<file path="config.mk">
export PLATFORM = sky130hd
export DESIGN_NAME = txdma_state_ctl
export DESIGN_NICKNAME = d
export VERILOG_FILES = /design/src/rtl/txdma_seq_pkg.sv /design/src/rtl/txdma_ev_decode.sv /design/src/rtl/txdma_seq_next.sv /design/src/rtl/txdma_run_flag.sv /design/src/rtl/txdma_state_ctl.sv
export SDC_FILE = /design/constraint.sdc
export NUM_CORES = 1
export LEC_CHECK = 0
export ABC_AREA = 1
export BUFFER_PORTS_ARGS = -buffer_cell sky130_fd_sc_hd__buf_4
export CORE_ASPECT_RATIO = 1.2
export CORE_MARGIN = 2
export CORE_UTILIZATION = 35
export DETAILED_ROUTE_END_ITERATION = 6
export SYNTH_ARGS = -nofsm -noshare
export SYNTH_HDL_FRONTEND = slang
export SYNTH_SLANG_ARGS = --single-unit
</file>
<file path="constraint.sdc">
create_clock -name clk -period 4.8 [get_ports clk]
set_clock_uncertainty 0.05 [all_clocks]
set_input_delay 0.72 -clock clk [delete_from_list [all_inputs] [get_ports clk]]
set_output_delay 0.72 -clock clk [all_outputs]
set_load 0.02 [all_outputs]
</file>
<file path="src/rtl/txdma_seq_pkg.sv">
`timescale 1ns/1ps
// txdma_seq_pkg: shared encodings for the send DMA state controller.
// Assumes event codes equal their bit index in the event vector.
package txdma_seq_pkg;
    localparam int EV_N   = 11;
    localparam int EV_W   = $clog2(EV_N + 1);
    localparam int ST_W   = 3;
    localparam int CTRL_W = 4;
    localparam int CMD_W  = 4;

    typedef enum logic [ST_W-1:0] {
        ST_DOWN    = 3'd0,
        ST_STARTUP = 3'd1,
        ST_IDLE    = 3'd2,
        ST_SWCLN   = 3'd3,
        ST_HWCLN   = 3'd4,
        ST_HALTW   = 3'd5,
        ST_RUN     = 3'd6
    } seq_state_t;

    localparam logic [EV_W-1:0] EV_GO_DOWN    = 4'd0;
    localparam logic [EV_W-1:0] EV_GO_START   = 4'd1;
    localparam logic [EV_W-1:0] EV_HW_STARTED = 4'd2;
    localparam logic [EV_W-1:0] EV_GO_RUNNING = 4'd3;
    localparam logic [EV_W-1:0] EV_SW_CLEANED = 4'd4;
    localparam logic [EV_W-1:0] EV_HW_CLEANED = 4'd5;
    localparam logic [EV_W-1:0] EV_HW_HALTED  = 4'd6;
    localparam logic [EV_W-1:0] EV_GO_IDLE    = 4'd7;
    localparam logic [EV_W-1:0] EV_ERR_A      = 4'd8;
    localparam logic [EV_W-1:0] EV_ERR_B      = 4'd9;
    localparam logic [EV_W-1:0] EV_TICK       = 4'd10;
    localparam logic [EV_W-1:0] EV_NONE       = '1;

    localparam int CTL_EN    = 0;
    localparam int CTL_IEN   = 1;
    localparam int CTL_HALT  = 2;
    localparam int CTL_DRAIN = 3;

    localparam int CMD_SWCLN   = 0;
    localparam int CMD_HWCLN   = 1;
    localparam int CMD_HWSTART = 2;
    localparam int CMD_RELEASE = 3;

    // Control word that belongs to a state, applied on entry.
    function automatic logic [CTRL_W-1:0] ctrl_of(seq_state_t s);
        logic [CTRL_W-1:0] w;
        w = '0;
        unique case (s)
            ST_RUN: begin
                w[CTL_EN]  = 1'b1;
                w[CTL_IEN] = 1'b1;
            end
            ST_HALTW: begin
                w[CTL_EN]    = 1'b1;
                w[CTL_DRAIN] = 1'b1;
            end
            ST_DOWN, ST_SWCLN, ST_HWCLN: w[CTL_HALT] = 1'b1;
            default: w = '0;
        endcase
        return w;
    endfunction
endpackage

</file>
<file path="src/rtl/txdma_ev_decode.sv">
`timescale 1ns/1ps
// txdma_ev_decode: checks that exactly one event bit is high and encodes it.
// Assumes nothing about the caller; zero or several bits yield ev_valid = 0.
module txdma_ev_decode
    import txdma_seq_pkg::*;
(
    input  logic [EV_N-1:0] ev_vec,
    output logic            ev_valid,
    output logic [EV_W-1:0] ev_idx
);
    logic [EV_W-1:0] idx_term [EV_N];

    // Each set bit contributes its own index; the others contribute zero.
    for (genvar g = 0; g < EV_N; g++) begin : g_term
        assign idx_term[g] = ev_vec[g] ? EV_W'(g) : '0;
    end

    // OR-reduce the terms; the result is meaningful only when one bit is set.
    always_comb begin
        ev_idx = '0;
        for (int i = 0; i < EV_N; i++) begin
            ev_idx = ev_idx | idx_term[i];
        end
    end

    // A valid event has exactly one bit set.
    assign ev_valid = $onehot(ev_vec);
endmodule

</file>
<file path="src/rtl/txdma_seq_next.sv">
`timescale 1ns/1ps
// txdma_seq_next: combinational transition table of the controller.
// Given the current state, a decoded event and the run request, it yields the
// next state, the command pulses to issue and the run-request updates.
// Assumes ev_idx is meaningful only when ev_valid is high.
module txdma_seq_next
    import txdma_seq_pkg::*;
(
    input  seq_state_t       cur,
    input  logic             ev_valid,
    input  logic [EV_W-1:0]  ev_idx,
    input  logic             run_req,
    output seq_state_t       nxt,
    output logic [CMD_W-1:0] cmd,
    output logic             req_set,
    output logic             req_clr
);
    // Per-state transitions and pulses; unlisted events keep the state.
    always_comb begin
        nxt = cur;
        cmd = '0;
        if (ev_valid) begin
            unique case (cur)
                ST_DOWN: begin
                    if (ev_idx == EV_GO_START || ev_idx == EV_GO_RUNNING) nxt = ST_STARTUP;
                    else if (ev_idx == EV_SW_CLEANED) cmd[CMD_RELEASE] = 1'b1;
                end
                ST_STARTUP: begin
                    if (ev_idx == EV_GO_DOWN) begin
                        nxt = ST_DOWN;
                        cmd[CMD_RELEASE] = 1'b1;
                    end else if (ev_idx == EV_HW_STARTED) begin
                        nxt = run_req ? ST_RUN : ST_IDLE;
                    end
                end
                ST_IDLE: begin
                    if (ev_idx == EV_GO_DOWN) begin
                        nxt = ST_DOWN;
                        cmd[CMD_RELEASE] = 1'b1;
                    end else if (ev_idx == EV_GO_RUNNING) begin
                        nxt = ST_RUN;
                    end
                end
                ST_SWCLN: begin
                    if (ev_idx == EV_GO_DOWN) begin
                        nxt = ST_DOWN;
                    end else if (ev_idx == EV_SW_CLEANED) begin
                        nxt = ST_STARTUP;
                        cmd[CMD_HWSTART] = 1'b1;
                    end
                end
                ST_HWCLN: begin
                    if (ev_idx == EV_GO_DOWN) begin
                        nxt = ST_DOWN;
                        cmd[CMD_SWCLN] = 1'b1;
                    end else if (ev_idx == EV_HW_CLEANED) begin
                        nxt = ST_SWCLN;
                        cmd[CMD_SWCLN] = 1'b1;
                    end
                end
                ST_HALTW: begin
                    if (ev_idx == EV_GO_DOWN) begin
                        nxt = ST_DOWN;
                        cmd[CMD_SWCLN] = 1'b1;
                    end else if (ev_idx == EV_HW_HALTED) begin
                        nxt = ST_HWCLN;
                        cmd[CMD_HWCLN] = 1'b1;
                    end
                end
                ST_RUN: begin
                    if (ev_idx == EV_GO_DOWN) begin
                        nxt = ST_DOWN;
                        cmd[CMD_SWCLN] = 1'b1;
                    end else if (ev_idx == EV_HW_HALTED || ev_idx == EV_ERR_A) begin
                        nxt = ST_SWCLN;
                        cmd[CMD_SWCLN] = 1'b1;
                    end else if (ev_idx == EV_GO_IDLE || ev_idx == EV_ERR_B) begin
                        nxt = ST_HALTW;
                    end
                end
                default: nxt = ST_DOWN;
            endcase
        end
    end

    // Go-running sets the request in every state; go-idle clears it outside down.
    always_comb begin
        req_set = ev_valid && (ev_idx == EV_GO_RUNNING);
        req_clr = ev_valid && (ev_idx == EV_GO_IDLE) && (cur != ST_DOWN);
    end
endmodule

</file>
<file path="src/rtl/txdma_run_flag.sv">
`timescale 1ns/1ps
// txdma_run_flag: sticky run-request bit. Set wins over clear (never both).
// Assumes synchronous active-low reset; the flag survives go-down events.
module txdma_run_flag (
    input  logic clk,
    input  logic rst_n,
    input  logic req_set,
    input  logic req_clr,
    output logic run_req
);
    // Hold the request until an explicit set or clear arrives.
    always_ff @(posedge clk) begin
        if (!rst_n)       run_req <= 1'b0;
        else if (req_set) run_req <= 1'b1;
        else if (req_clr) run_req <= 1'b0;
    end

    assert_flag_quiet_R13: assert property (@(posedge clk) disable iff (!rst_n)
        (!req_set && !req_clr) |=> $stable(run_req));
endmodule

</file>
<file path="src/rtl/txdma_state_ctl.sv">
`timescale 1ns/1ps
// txdma_state_ctl: top of the send DMA engine state controller.
// Registers state, control word, command pulses and last event code.
// Assumes events arrive as one-cycle pulses; malformed vectors are dropped.
module txdma_state_ctl
    import txdma_seq_pkg::*;
(
    input  logic              clk,
    input  logic              rst_n,
    input  logic [EV_N-1:0]   ev_i,
    output logic [ST_W-1:0]   state_o,
    output logic [CTRL_W-1:0] ctrl_o,
    output logic [CMD_W-1:0]  cmd_o,
    output logic [EV_W-1:0]   last_ev_o
);
    logic              ev_valid;
    logic [EV_W-1:0]   ev_idx;
    logic              run_req;
    logic              req_set;
    logic              req_clr;
    seq_state_t        state_q;
    seq_state_t        nxt;
    logic [CMD_W-1:0]  cmd_nxt;
    logic [CTRL_W-1:0] ctrl_q;
    logic [CMD_W-1:0]  cmd_q;
    logic [EV_W-1:0]   last_q;

    txdma_ev_decode u_dec (
        .ev_vec   (ev_i),
        .ev_valid (ev_valid),
        .ev_idx   (ev_idx)
    );

    txdma_seq_next u_next (
        .cur      (state_q),
        .ev_valid (ev_valid),
        .ev_idx   (ev_idx),
        .run_req  (run_req),
        .nxt      (nxt),
        .cmd      (cmd_nxt),
        .req_set  (req_set),
        .req_clr  (req_clr)
    );

    txdma_run_flag u_flag (
        .clk     (clk),
        .rst_n   (rst_n),
        .req_set (req_set),
        .req_clr (req_clr),
        .run_req (run_req)
    );

    // State, control word of the entered state, pulses and debug event code.
    always_ff @(posedge clk) begin
        if (!rst_n) begin
            state_q <= ST_DOWN;
            ctrl_q  <= ctrl_of(ST_DOWN);
            cmd_q   <= '0;
            last_q  <= EV_NONE;
        end else begin
            state_q <= nxt;
            ctrl_q  <= ctrl_of(nxt);
            cmd_q   <= cmd_nxt;
            if (ev_valid) last_q <= ev_idx;
        end
    end

    assign state_o   = state_q;
    assign ctrl_o    = ctrl_q;
    assign cmd_o     = cmd_q;
    assign last_ev_o = last_q;

    assert_no_event_hold_R2: assert property (@(posedge clk) disable iff (!rst_n)
        !ev_valid |=> ($stable(state_q) && cmd_q == '0 && $stable(last_q)));

    assert_ctrl_tracks_state_R11: assert property (@(posedge clk) disable iff (!rst_n)
        ctrl_q == ctrl_of(state_q));

    assert_run_entry_R4: assert property (@(posedge clk) disable iff (!rst_n)
        (state_q == ST_RUN && $past(state_q) != ST_RUN) |->
        ($past(ev_idx) == EV_HW_STARTED || $past(ev_idx) == EV_GO_RUNNING));

    assert_release_in_down_R6: assert property (@(posedge clk) disable iff (!rst_n)
        cmd_q[CMD_RELEASE] |-> state_q == ST_DOWN);

    assert_hwstart_from_swcln_R9: assert property (@(posedge clk) disable iff (!rst_n)
        cmd_q[CMD_HWSTART] |-> (state_q == ST_STARTUP && $past(state_q) == ST_SWCLN));

    assert_single_pulse_R12: assert property (@(posedge clk) disable iff (!rst_n)
        $onehot0(cmd_q));
endmodule

</file>
==> results.md, run 1 <==
* Outcome: complete, no violations
* Pre-Repair DR Iteration Count at 4
* Sequential area share after synthesis at 23.90%
* Arrival time at the worst endpoint at 4.40 ns
* CP required at 4.94 ns
* Setup TNS at 0 ns
* Core area at 3664 sq um
* WL/cell at 10.39 um
* Net Count, Synth at 210
* Final WS setup at 0.5429 ns
* Tcrit/Tclk final at 88.69%
* CTS Root Cell: clkbuf_8
* Worst-margin pin slew at 0.3320 ns
* N_diodes at 0
* Commonest cells after routing, fill and taps aside: nand2_1 (35), inv_1 (34), buf_4 (27)
* Top Usage Layer GRT: met2
* Footprint of the multi-input gates at 869.6 sq um
* Routed wire length at 2711 um
* Post-synthesis cell type count at 29
* DR vias at 1196
* Met3 usage at 3.430%
* Slew Limit Fails at 0
* Unrepaired setup endpoints after global routing: no
* Drt first-iter violations at 46
* Total gr overflow at 0
* Post-CTS Setup Inserts at 0
* M1 GR Usage at 17.67%
* CTS Buf Count at 3
* Number of synthesized flops with an enable pin at 0
* Register area at 320.3 sq um
* Nature of the critical path startpoint: primary input
* Filler cell count at 385
* MaxCap Viol Count at 0
* Row Count at 24
* Fin nets at 241
* Die width at 60.49 um
* CTS tree: yes
* Overall Global Routing Usage at 14.31%
* Htree depth at 1
* Top_reg_cell synth: dfxtp_1
* Endpoints failing setup at 0
* Number of synthesized register bits at 16
* VDD IR-drop max at 0.1962 mV
* Global-route wire length before repair at 4843 um
* Post-route DRC at 0
* Crit Path Category: primary input to flip-flop
* Area Overhead vs Synth at 22.69%
* GP Congestion at 0.8243
* Post-CTS sizing at 0
* Final min period at 4.257 ns
* Share of layout cells above drive strength 1 at 25.84%
* CTS Buffer Depth at 2
* Via density at 4.582
* Max FO, Critical Path at 10
* Post-Synthesis Cells at 180
* Via count of the first global-routing pass at 1152
* Largest net degree at the start of global routing at 11
* Port Buffers at 27
* Clock sinks at 16
* Place WS at 0.2720 ns
* Worst slew margin at 77.70%
* Fmax at 0.2349 GHz
* Clk slew on worst S/H paths at 0.06 ns
* Yosys warns at 0
* Total I/O pin count at 28
* Commonest non-fill, non-tap cell in the layout: nand2_1
* Final Hold Viols at 0
* Hold Buf Count CTS at 0
* Initial antenna violation count at 0
* Full die area at 4342 sq um
* Asr flop ratio synth at 0%
* Avg Inst Size Synth at 7.445 sq um
* Worst-Skew Late Latency at 0.25 ns
* Synthesized area at 1340 sq um
* Hold Path Class: flip-flop to flip-flop
* M2 GR Usage at 24.64%
* Crit end category: flip-flop
* DIE HEIGHT at 71.78 um
* Initial Util at 36.58%
* Routed Antenna Nets at 0
* Dpl hpwl at 2302 um
* Leakage at 0.8802 nW
* PwrDens at 265.4 nW/um^2
[kinds of logic (layout without fill, tap and decap cells)]
kind of cell | after synthesis | after routing | share of synthesized area [%]
DFF | 16 | 16 | 23.90
AOI/OAI and AO/OA | 22 | 22 | 9.338
adders and majority gates | 17 | 17 | 19.23
xor gates and xnor gates | 1 | 1 | 0.6537
and+or+nand+nor | 85 | 85 | 35.67
buffers and inverters | 39 | 68 | 11.20
[cell usage after synthesis (6+ instances only)]
cell type / count / area (sq um)
a21oi_1: 9 / 45.04
ha_1: 11 / 137.6
inv_1: 34 / 127.6
dfxtp_1: 16 / 320.3
o21ai_0: 6 / 30.03
nand2_1: 35 / 131.4
nand3_1: 14 / 70.07
nor2_1: 8 / 30.03
fa_1: 6 / 120.1
[worst max-delay path, stage by stage]
cell	delay, ns
buf_4	0.12
ha_1	0.26
inv_1	0.05
fa_1	0.50
fa_1	0.42
inv_1	0.08
fa_1	0.42
ha_1	0.23
fa_1	0.38
xor2_1	0.17
nor2_1	0.11
nand2_2	0.14
inv_1	0.21
a21oi_1	0.10
a21oi_1	0.16
inv_1	0.10
nor2_1	0.11
nand2_1	0.07
nand2_1	0.06
[area by class of cell]
| type | count | area share [%] |
|---|---|---|
| multi-input cells | 125 | 52.89 |
| flip-flops and latches | 16 | 19.48 |
| well taps | 52 | 3.957 |
| inverters | 38 | 8.828 |
| repair buffers | 27 | 12.33 |
| clock buffers | 3 | 2.511 |
[report_power, final]
part / total, mW / switching, mW / internal (mW)
Clock: 0.0979 / 0.0423 / 0.0556
Sequential: 0.159 / 0.0101 / 0.149
Combinational: 0.179 / 0.108 / 0.0712
[path summary, 6_finish.rpt]
check                                     from        endpoint  slack [ns]  cells past startpoint
worst max-delay path                   ev_i[1]       ctrl_o[0]        0.54                     19
worst min-delay path            u_flag.run_req  u_flag.run_req        0.43                      2
worst max register to register      state_o[2]       ctrl_o[2]        2.99                     13
worst min register to register  u_flag.run_req  u_flag.run_req        0.43                      2
[through the flow]
step | instances | power (mW) | hold slack [ns] | utilization [%] | cell area [sq um]
floorplan | 180 | 0.2834 | 0.4029 | - | 1340
global placement | 258 | 0.3413 | 0.4232 | 43.75 | 1603
detailed placement | 258 | 0.3446 | 0.4254 | 43.75 | 1603
CTS | 261 | 0.4437 | 0.4368 | 44.88 | 1644
global route | 261 | 0.4744 | 0.4438 | 44.88 | 1644
finish | 261 | 0.4364 | 0.4345 | 44.88 | 1644
[layer usage]
layer | part of all wire (%) | routed length [um]
met1 | 46 | 1239
met2 | 50 | 1349
met5 | 0 | 0
met3 | 3.3 | 90
met4 | 1.2 | 32
[state kept, by name, indices dropped and copies added (netlist names)]
signal,count
cmd_o,4
ctrl_o,4
u_flag.run_req,1
state_o,3
last_ev_o,4
Note: power is estimated with default switching activity, not from simulation.
==> run 2: changes to the inputs <==
- clock period: 4.8 -> 4.95 ns (I/O delays scaled with it)
==> run 2 against run 1 <==
  * Critical path depth increased by 1
  * Via count up 1.0%
  * Critical endpoint is now ctrl_o[2]
  * Final area unchanged
  * Sequential power down 3%
  * Clock power down 3.7%
==> results.md, run 2 (synthesis results as in run 1) <==
* Outcome: complete, no violations (unchanged)
* Commonest non-fill, non-tap cell in the layout: nand2_1 (unchanged)
* Max FO, Critical Path at 10 (unchanged)
* Fin nets at 241 (unchanged)
* WHS Endpoint: u_flag.run_req (unchanged)
* M1 GR Usage at 18.81% (was 17.67%)
* Reg2reg path depth at 13 (unchanged)
* Via count of the first global-routing pass at 1173 (was 1152)
* Unrepaired setup endpoints after global routing: no (unchanged)
* Crit Path Category: primary input to flip-flop (unchanged)
* Global-route wire length before repair at 4954 um (was 4843 um)
* Worst Hold Depth at 2 (unchanged)
* PwrDens at 258.2 nW/um^2 (was 265.4 nW/um^2)
* Port Buffers at 27 (unchanged)
* Total I/O pin count at 28 (unchanged)
* CTS Buffer Depth at 2 (unchanged)
* Post-CTS sizing at 0 (unchanged)
* Share of layout cells above drive strength 1 at 25.84% (unchanged)
* Routed wire length at 2730 um (was 2711 um)
* Clock sinks at 16 (unchanged)
* Worst-Skew Late Latency at 0.25 ns (about the same)
* Hold Path Class: flip-flop to flip-flop (unchanged)
* Tcrit/Tclk final at 87.07%
* DIE HEIGHT at 71.78 um (unchanged)
* Initial antenna violation count at 0 (unchanged)
* WL/cell at 10.46 um (was 10.39 um)
* M2 GR Usage at 24.28% (was 24.64%)
* Post-route DRC at 0 (unchanged)
* CP required at 5.05 ns (was 4.94 ns)
* Overall power at 0.4246 mW (was 0.4364 mW)
* VDD IR-drop max at 0.1644 mV (was 0.1962 mV)
* Endpoints failing setup at 0 (unchanged)
* DR vias at 1208 (was 1196)
* Commonest cells after routing, fill and taps aside: nand2_1 (35), inv_1 (34), buf_4 (27) (unchanged)
* Nature of the critical path startpoint: primary input (unchanged)
* Pre-Repair DR Iteration Count at 4 (unchanged)
* Placed Area at 1603 sq um (unchanged)
* HP Start: u_flag.run_req (unchanged)
* Drt first-iter violations at 55 (was 46)
* Fmax at 0.2320 GHz
* Setup TNS at 0 ns (unchanged)
* Largest net degree at the start of global routing at 11 (unchanged)
* CTS Root Cell: clkbuf_8 (unchanged)
* Worst r2r src: state_o[2] (unchanged)
* CTS Buf Count at 3 (unchanged)
* N_diodes at 0 (unchanged)
* CTS tree: yes (unchanged)
* Slew Limit Fails at 0 (unchanged)
* Via density at 4.628 (was 4.582)
* Htree depth at 1 (unchanged)
* Top Usage Layer GRT: met2 (unchanged)
* Initial Util at 36.58% (unchanged)
* Row Count at 24 (unchanged)
* Arrival time at the worst endpoint at 4.41 ns (was 4.40 ns)
* Post-CTS Setup Inserts at 0 (unchanged)
* Met3 usage at 3.430% (unchanged)
* Leakage at 0.8802 nW (unchanged)
* Die width at 60.49 um (unchanged)
* Core area at 3664 sq um (unchanged)
* Routed Antenna Nets at 0 (unchanged)
* Dpl hpwl at 2296 um (was 2302 um)
* Worst slew margin at 75.02% (was 77.70%)
* Reg-to-reg slack, setup at 3.13 ns (was 2.99 ns)
* Final instance area at 1644 sq um (unchanged)
* Full die area at 4342 sq um (unchanged)
* Final min period at 4.310 ns
* Crit end category: flip-flop (unchanged)
* Reg2reg end: ctrl_o[2] (unchanged)
* Worst-margin pin slew at 0.3719 ns (was 0.3320 ns)
* Overall Global Routing Usage at 14.68% (was 14.31%)
* Total gr overflow at 0 (unchanged)
* Final Hold Viols at 0 (unchanged)
* GP Congestion at 0.8239 (was 0.8243)
* Clk slew on worst S/H paths at 0.05 ns (was 0.06 ns)
* Area Overhead vs Synth at 22.69% (unchanged)
* MaxCap Viol Count at 0 (unchanged)
* Hold Buf Count CTS at 0 (unchanged)
-- run 2: metrics by stage --
stage / hold slack [ns] / util [%] / setup WS, ns / cells
final: 0.4294 / 44.88 / 0.6401 / 261
after global routing: 0.4766 / 44.88 / 0.3477 / 261
after CTS: 0.4386 / 44.88 / 0.6381 / 261
after detailed placement: 0.4297 / 43.75 / 0.3757 / 258
after global placement: 0.4232 / 43.75 / 0.4594 / 258
after floorplan: 0.4029 / - / 0.7091 / 180
-- run 2: worst max path at each step --
| stage | startpoint | end | slack, ns | cells after the start |
|---|---|---|---|---|
| after CTS | ev_i[1] | ctrl_o[2] | 0.64 | 20 |
| after floorplan | ev_i[0] | ctrl_o[2] | 0.71 | 19 |
| after global placement | ev_i[1] | ctrl_o[2] | 0.46 | 20 |
| after detailed placement | ev_i[1] | ctrl_o[2] | 0.38 | 20 |
| after global routing | ev_i[3] | ctrl_o[0] | 0.35 | 20 |
| final | ev_i[1] | ctrl_o[2] | 0.64 | 20 |
-- run 2: power breakdown --
part | leakage [nW] | internal, mW | switching, mW
Sequential | 0.129 | 0.145 | 0.0100
Clock | 0.0216 | 0.0539 | 0.0404
Combinational | 0.729 | 0.0698 | 0.106
-- run 2: cell type report --
cell class,instances,area (sq um)
Sequential cell,16,320.3
Inverter,38,145.1
Timing Repair Buffer,27,202.7
Clock buffer,3,41.29
Multi-Input combinational cell,125,869.6
Fill cell,385,2019
Tap cell,52,65.06
-- run 2: per-layer routing --
metal,vias to the layer above,wire [um]
met5,-,0
met4,0,60
met3,8,150
met2,38,1326
met1,534,1192
li1,628,-
-- run 2: critical path, stage by stage --
cell	delay, ns
buf_4	0.09
ha_1	0.13
inv_1	0.05
fa_1	0.53
inv_1	0.05
fa_1	0.50
fa_1	0.48
ha_1	0.23
fa_1	0.39
xor2_1	0.17
nor2_1	0.11
nand2_2	0.13
inv_1	0.22
a21oi_1	0.10
a21oi_1	0.18
inv_1	0.10
nand2_1	0.07
nand2_1	0.04
nand2_1	0.05
inv_1	0.03
==> run 3: changes to the inputs <==
- CELL_PAD_IN_SITES_DETAIL_PLACEMENT: unset -> 0
- CELL_PAD_IN_SITES_GLOBAL_PLACEMENT: unset -> 1
- PLACE_DENSITY_LB_ADDON: unset -> 0.1
==> run 3 against run 2 <==
  * Final area unchanged
  * Die area unchanged
  * Sequential share of layout area unchanged
  * Final cell count unchanged
  * Setup slack worse by 0.037 ns
==> results.md, run 3 (synthesis results as in run 1) <==
* Hold_ws at 0.4249 ns (was 0.4294 ns)
* Post-CTS Setup Inserts at 0 (unchanged)
* Nature of the critical path startpoint: primary input (unchanged)
* Via density at 4.762 (was 4.628)
* Clk slew on worst S/H paths at 0.06 ns (was 0.05 ns)
* Overall power at 0.4219 mW (was 0.4246 mW)
* Routed wire length at 2867 um (was 2730 um)
* Drt first-iter violations at 43 (was 55)
* Initial Util at 36.58% (unchanged)
* DIE HEIGHT at 71.78 um (unchanged)
* Setup TNS at 0 ns (unchanged)
* Reg2reg path depth at 13 (unchanged)
* DR vias at 1243 (was 1208)
* GP Congestion at 0.8399 (was 0.8239)
* Global-route wire length before repair at 4857 um (was 4954 um)
* Fin nets at 241 (unchanged)
* Pre-Repair DR Iteration Count at 4 (unchanged)
* Post-route DRC at 0 (unchanged)
* Final Hold Viols at 0 (unchanged)
* Tcrit/Tclk final at 87.82% (was 87.07%)
* Layout Cells excl Fill at 261 (unchanged)
* Dpl hpwl at 2503 um (was 2296 um)
* PwrDens at 256.6 nW/um^2 (was 258.2 nW/um^2)
* Full die area at 4342 sq um (unchanged)
* HP Start: last_ev_o[0] (was u_flag.run_req)
* Hold Buf Count CTS at 0 (unchanged)
* Worst r2r src: state_o[2] (unchanged)
* Final min period at 4.347 ns (was 4.310 ns)
* Slew Limit Fails at 0 (unchanged)
* Overall Global Routing Usage at 14.66% (was 14.68%)
* Crit-path slowest cell: fa_1 (unchanged)
* N_diodes at 0 (unchanged)
* Crit Path Category: primary input to flip-flop (unchanged)
* Via count of the first global-routing pass at 1161 (was 1173)
* CP required at 5.04 ns (was 5.05 ns)
* CTS Buf Count at 3 (unchanged)
* Total gr overflow at 0 (unchanged)
* Worst Hold Depth at 2 (unchanged)
* Max incr delay on CP at 0.55 ns (was 0.53 ns)
* Outcome: complete, no violations (unchanged)
* Worst-margin pin slew at 0.3668 ns (was 0.3719 ns)
* Post-placement cell count at 258 (unchanged)
* Row Count at 24 (unchanged)
* Post-CTS sizing at 0 (unchanged)
* Place WS at 0.3075 ns (was 0.3757 ns)
* CTS Buffer Depth at 2 (unchanged)
* Share of layout cells above drive strength 1 at 25.84% (unchanged)
* Largest net degree at the start of global routing at 11 (unchanged)
* Reg-to-reg slack, setup at 3.08 ns (was 3.13 ns)
* Die width at 60.49 um (unchanged)
* WL/cell at 10.98 um (was 10.46 um)
* Fmax at 0.2300 GHz (was 0.2320 GHz)
* Final WS setup at 0.6030 ns (was 0.6401 ns)
* Clock sinks at 16 (unchanged)
* Worst-Skew Late Latency at 0.24 ns (was 0.25 ns)
* Routed Antenna Nets at 0 (unchanged)
* Total I/O pin count at 28 (unchanged)
* Arrival time at the worst endpoint at 4.44 ns (was 4.41 ns)
* Max FO, Critical Path at 10 (unchanged)
* Leakage at 0.8802 nW (unchanged)
* Worst slew margin at 75.36% (was 75.02%)
* WHS Endpoint: last_ev_o[0] (was u_flag.run_req)
* Area Overhead vs Synth at 22.69% (unchanged)
* VDD IR-drop max at 0.1560 mV (was 0.1644 mV)
* Initial antenna violation count at 0 (unchanged)
* CTS Root Cell: clkbuf_8 (unchanged)
* CP Cell Sequence: buf_4 > ha_1 > inv_1 > fa_1 > inv_1 > fa_1 > fa_1 > ha_1 > fa_1 > xor2_1 > nor2_1 > nand2_2 > inv_1 > a21oi_1 > a21oi_1 > inv_1 > nand2_1 > nand2_1 > nand2_1 > inv_1 (unchanged)
* Crit end category: flip-flop (unchanged)
* Filler cell count at 390 (was 385)
* Endpoints failing setup at 0 (unchanged)
* Core area at 3664 sq um (unchanged)
* Htree depth at 1 (unchanged)
* Reg2reg end: ctrl_o[2] (unchanged)
* CTS tree: yes (unchanged)
* Unrepaired setup endpoints after global routing: no (unchanged)
* Commonest cells after routing, fill and taps aside: nand2_1 (35), inv_1 (34), buf_4 (27) (unchanged)
* Cell mode on critical path: inv_1 (unchanged)
* Hold Path Class: flip-flop to flip-flop (unchanged)
* Commonest non-fill, non-tap cell in the layout: nand2_1 (unchanged)
* Port Buffers at 27 (unchanged)
* MaxCap Viol Count at 0 (unchanged)
## run 3: per-stage QoR
stage               cell area, sq um  util, %
CTS                             1644    44.88
finish                          1644    44.88
detailed placement              1603    43.75
global placement                1603    43.75
floorplan                       1340        -
global route                    1644    44.88
## run 3: final cells by class
cell class              instances  area [sq um]  area share, %
multi-input cells             125         869.6          52.89
inverters                      38         145.1          8.828
well taps                      52         65.06          3.957
flip-flops and latches         16         320.3          19.48
repair buffers                 27         202.7          12.33
clock buffers                   3         41.29          2.511
## run 3: per-layer routing
metal / vias up / GRT usage [%] / part of all wire [%]
li1: 629 / - / -
met1: 559 / 15.39 / 36
met2: 49 / 29.11 / 57
met3: 6 / 1.625 / 5.4
met4: 0 / 4.348 / 1.4
met5: - / 0 / 0
## run 3: where the power goes
part	internal, mW	switching (mW)	total [mW]	leakage, nW
Sequential	0.145	0.00818	0.153	0.129
Clock	0.0538	0.0388	0.0926	0.0216
Combinational	0.0699	0.107	0.177	0.729
## run 3: worst max-delay path by stage
stage | from | endpoint | slack [ns] | cells after the start
4_1_cts | ev_i[1] | ctrl_o[2] | 0.57 | 20
3_5_place_dp | ev_i[1] | ctrl_o[2] | 0.31 | 20
5_1_grt | ev_i[1] | ctrl_o[2] | 0.35 | 20
6_report | ev_i[1] | ctrl_o[2] | 0.60 | 20
2_1_floorplan | ev_i[0] | ctrl_o[2] | 0.71 | 19
3_3_place_gp | ev_i[1] | ctrl_o[2] | 0.44 | 20
## run 3: critical path, delay by kind of cell
family,cells,cell delay [ns]
AND/OR/NAND/NOR,5,0.41
XOR/XNOR,1,0.17
adder cells (fa/ha/maj),6,2.27
buffers and inverters,6,0.54
AO/OA/AOI/OAI,2,0.29
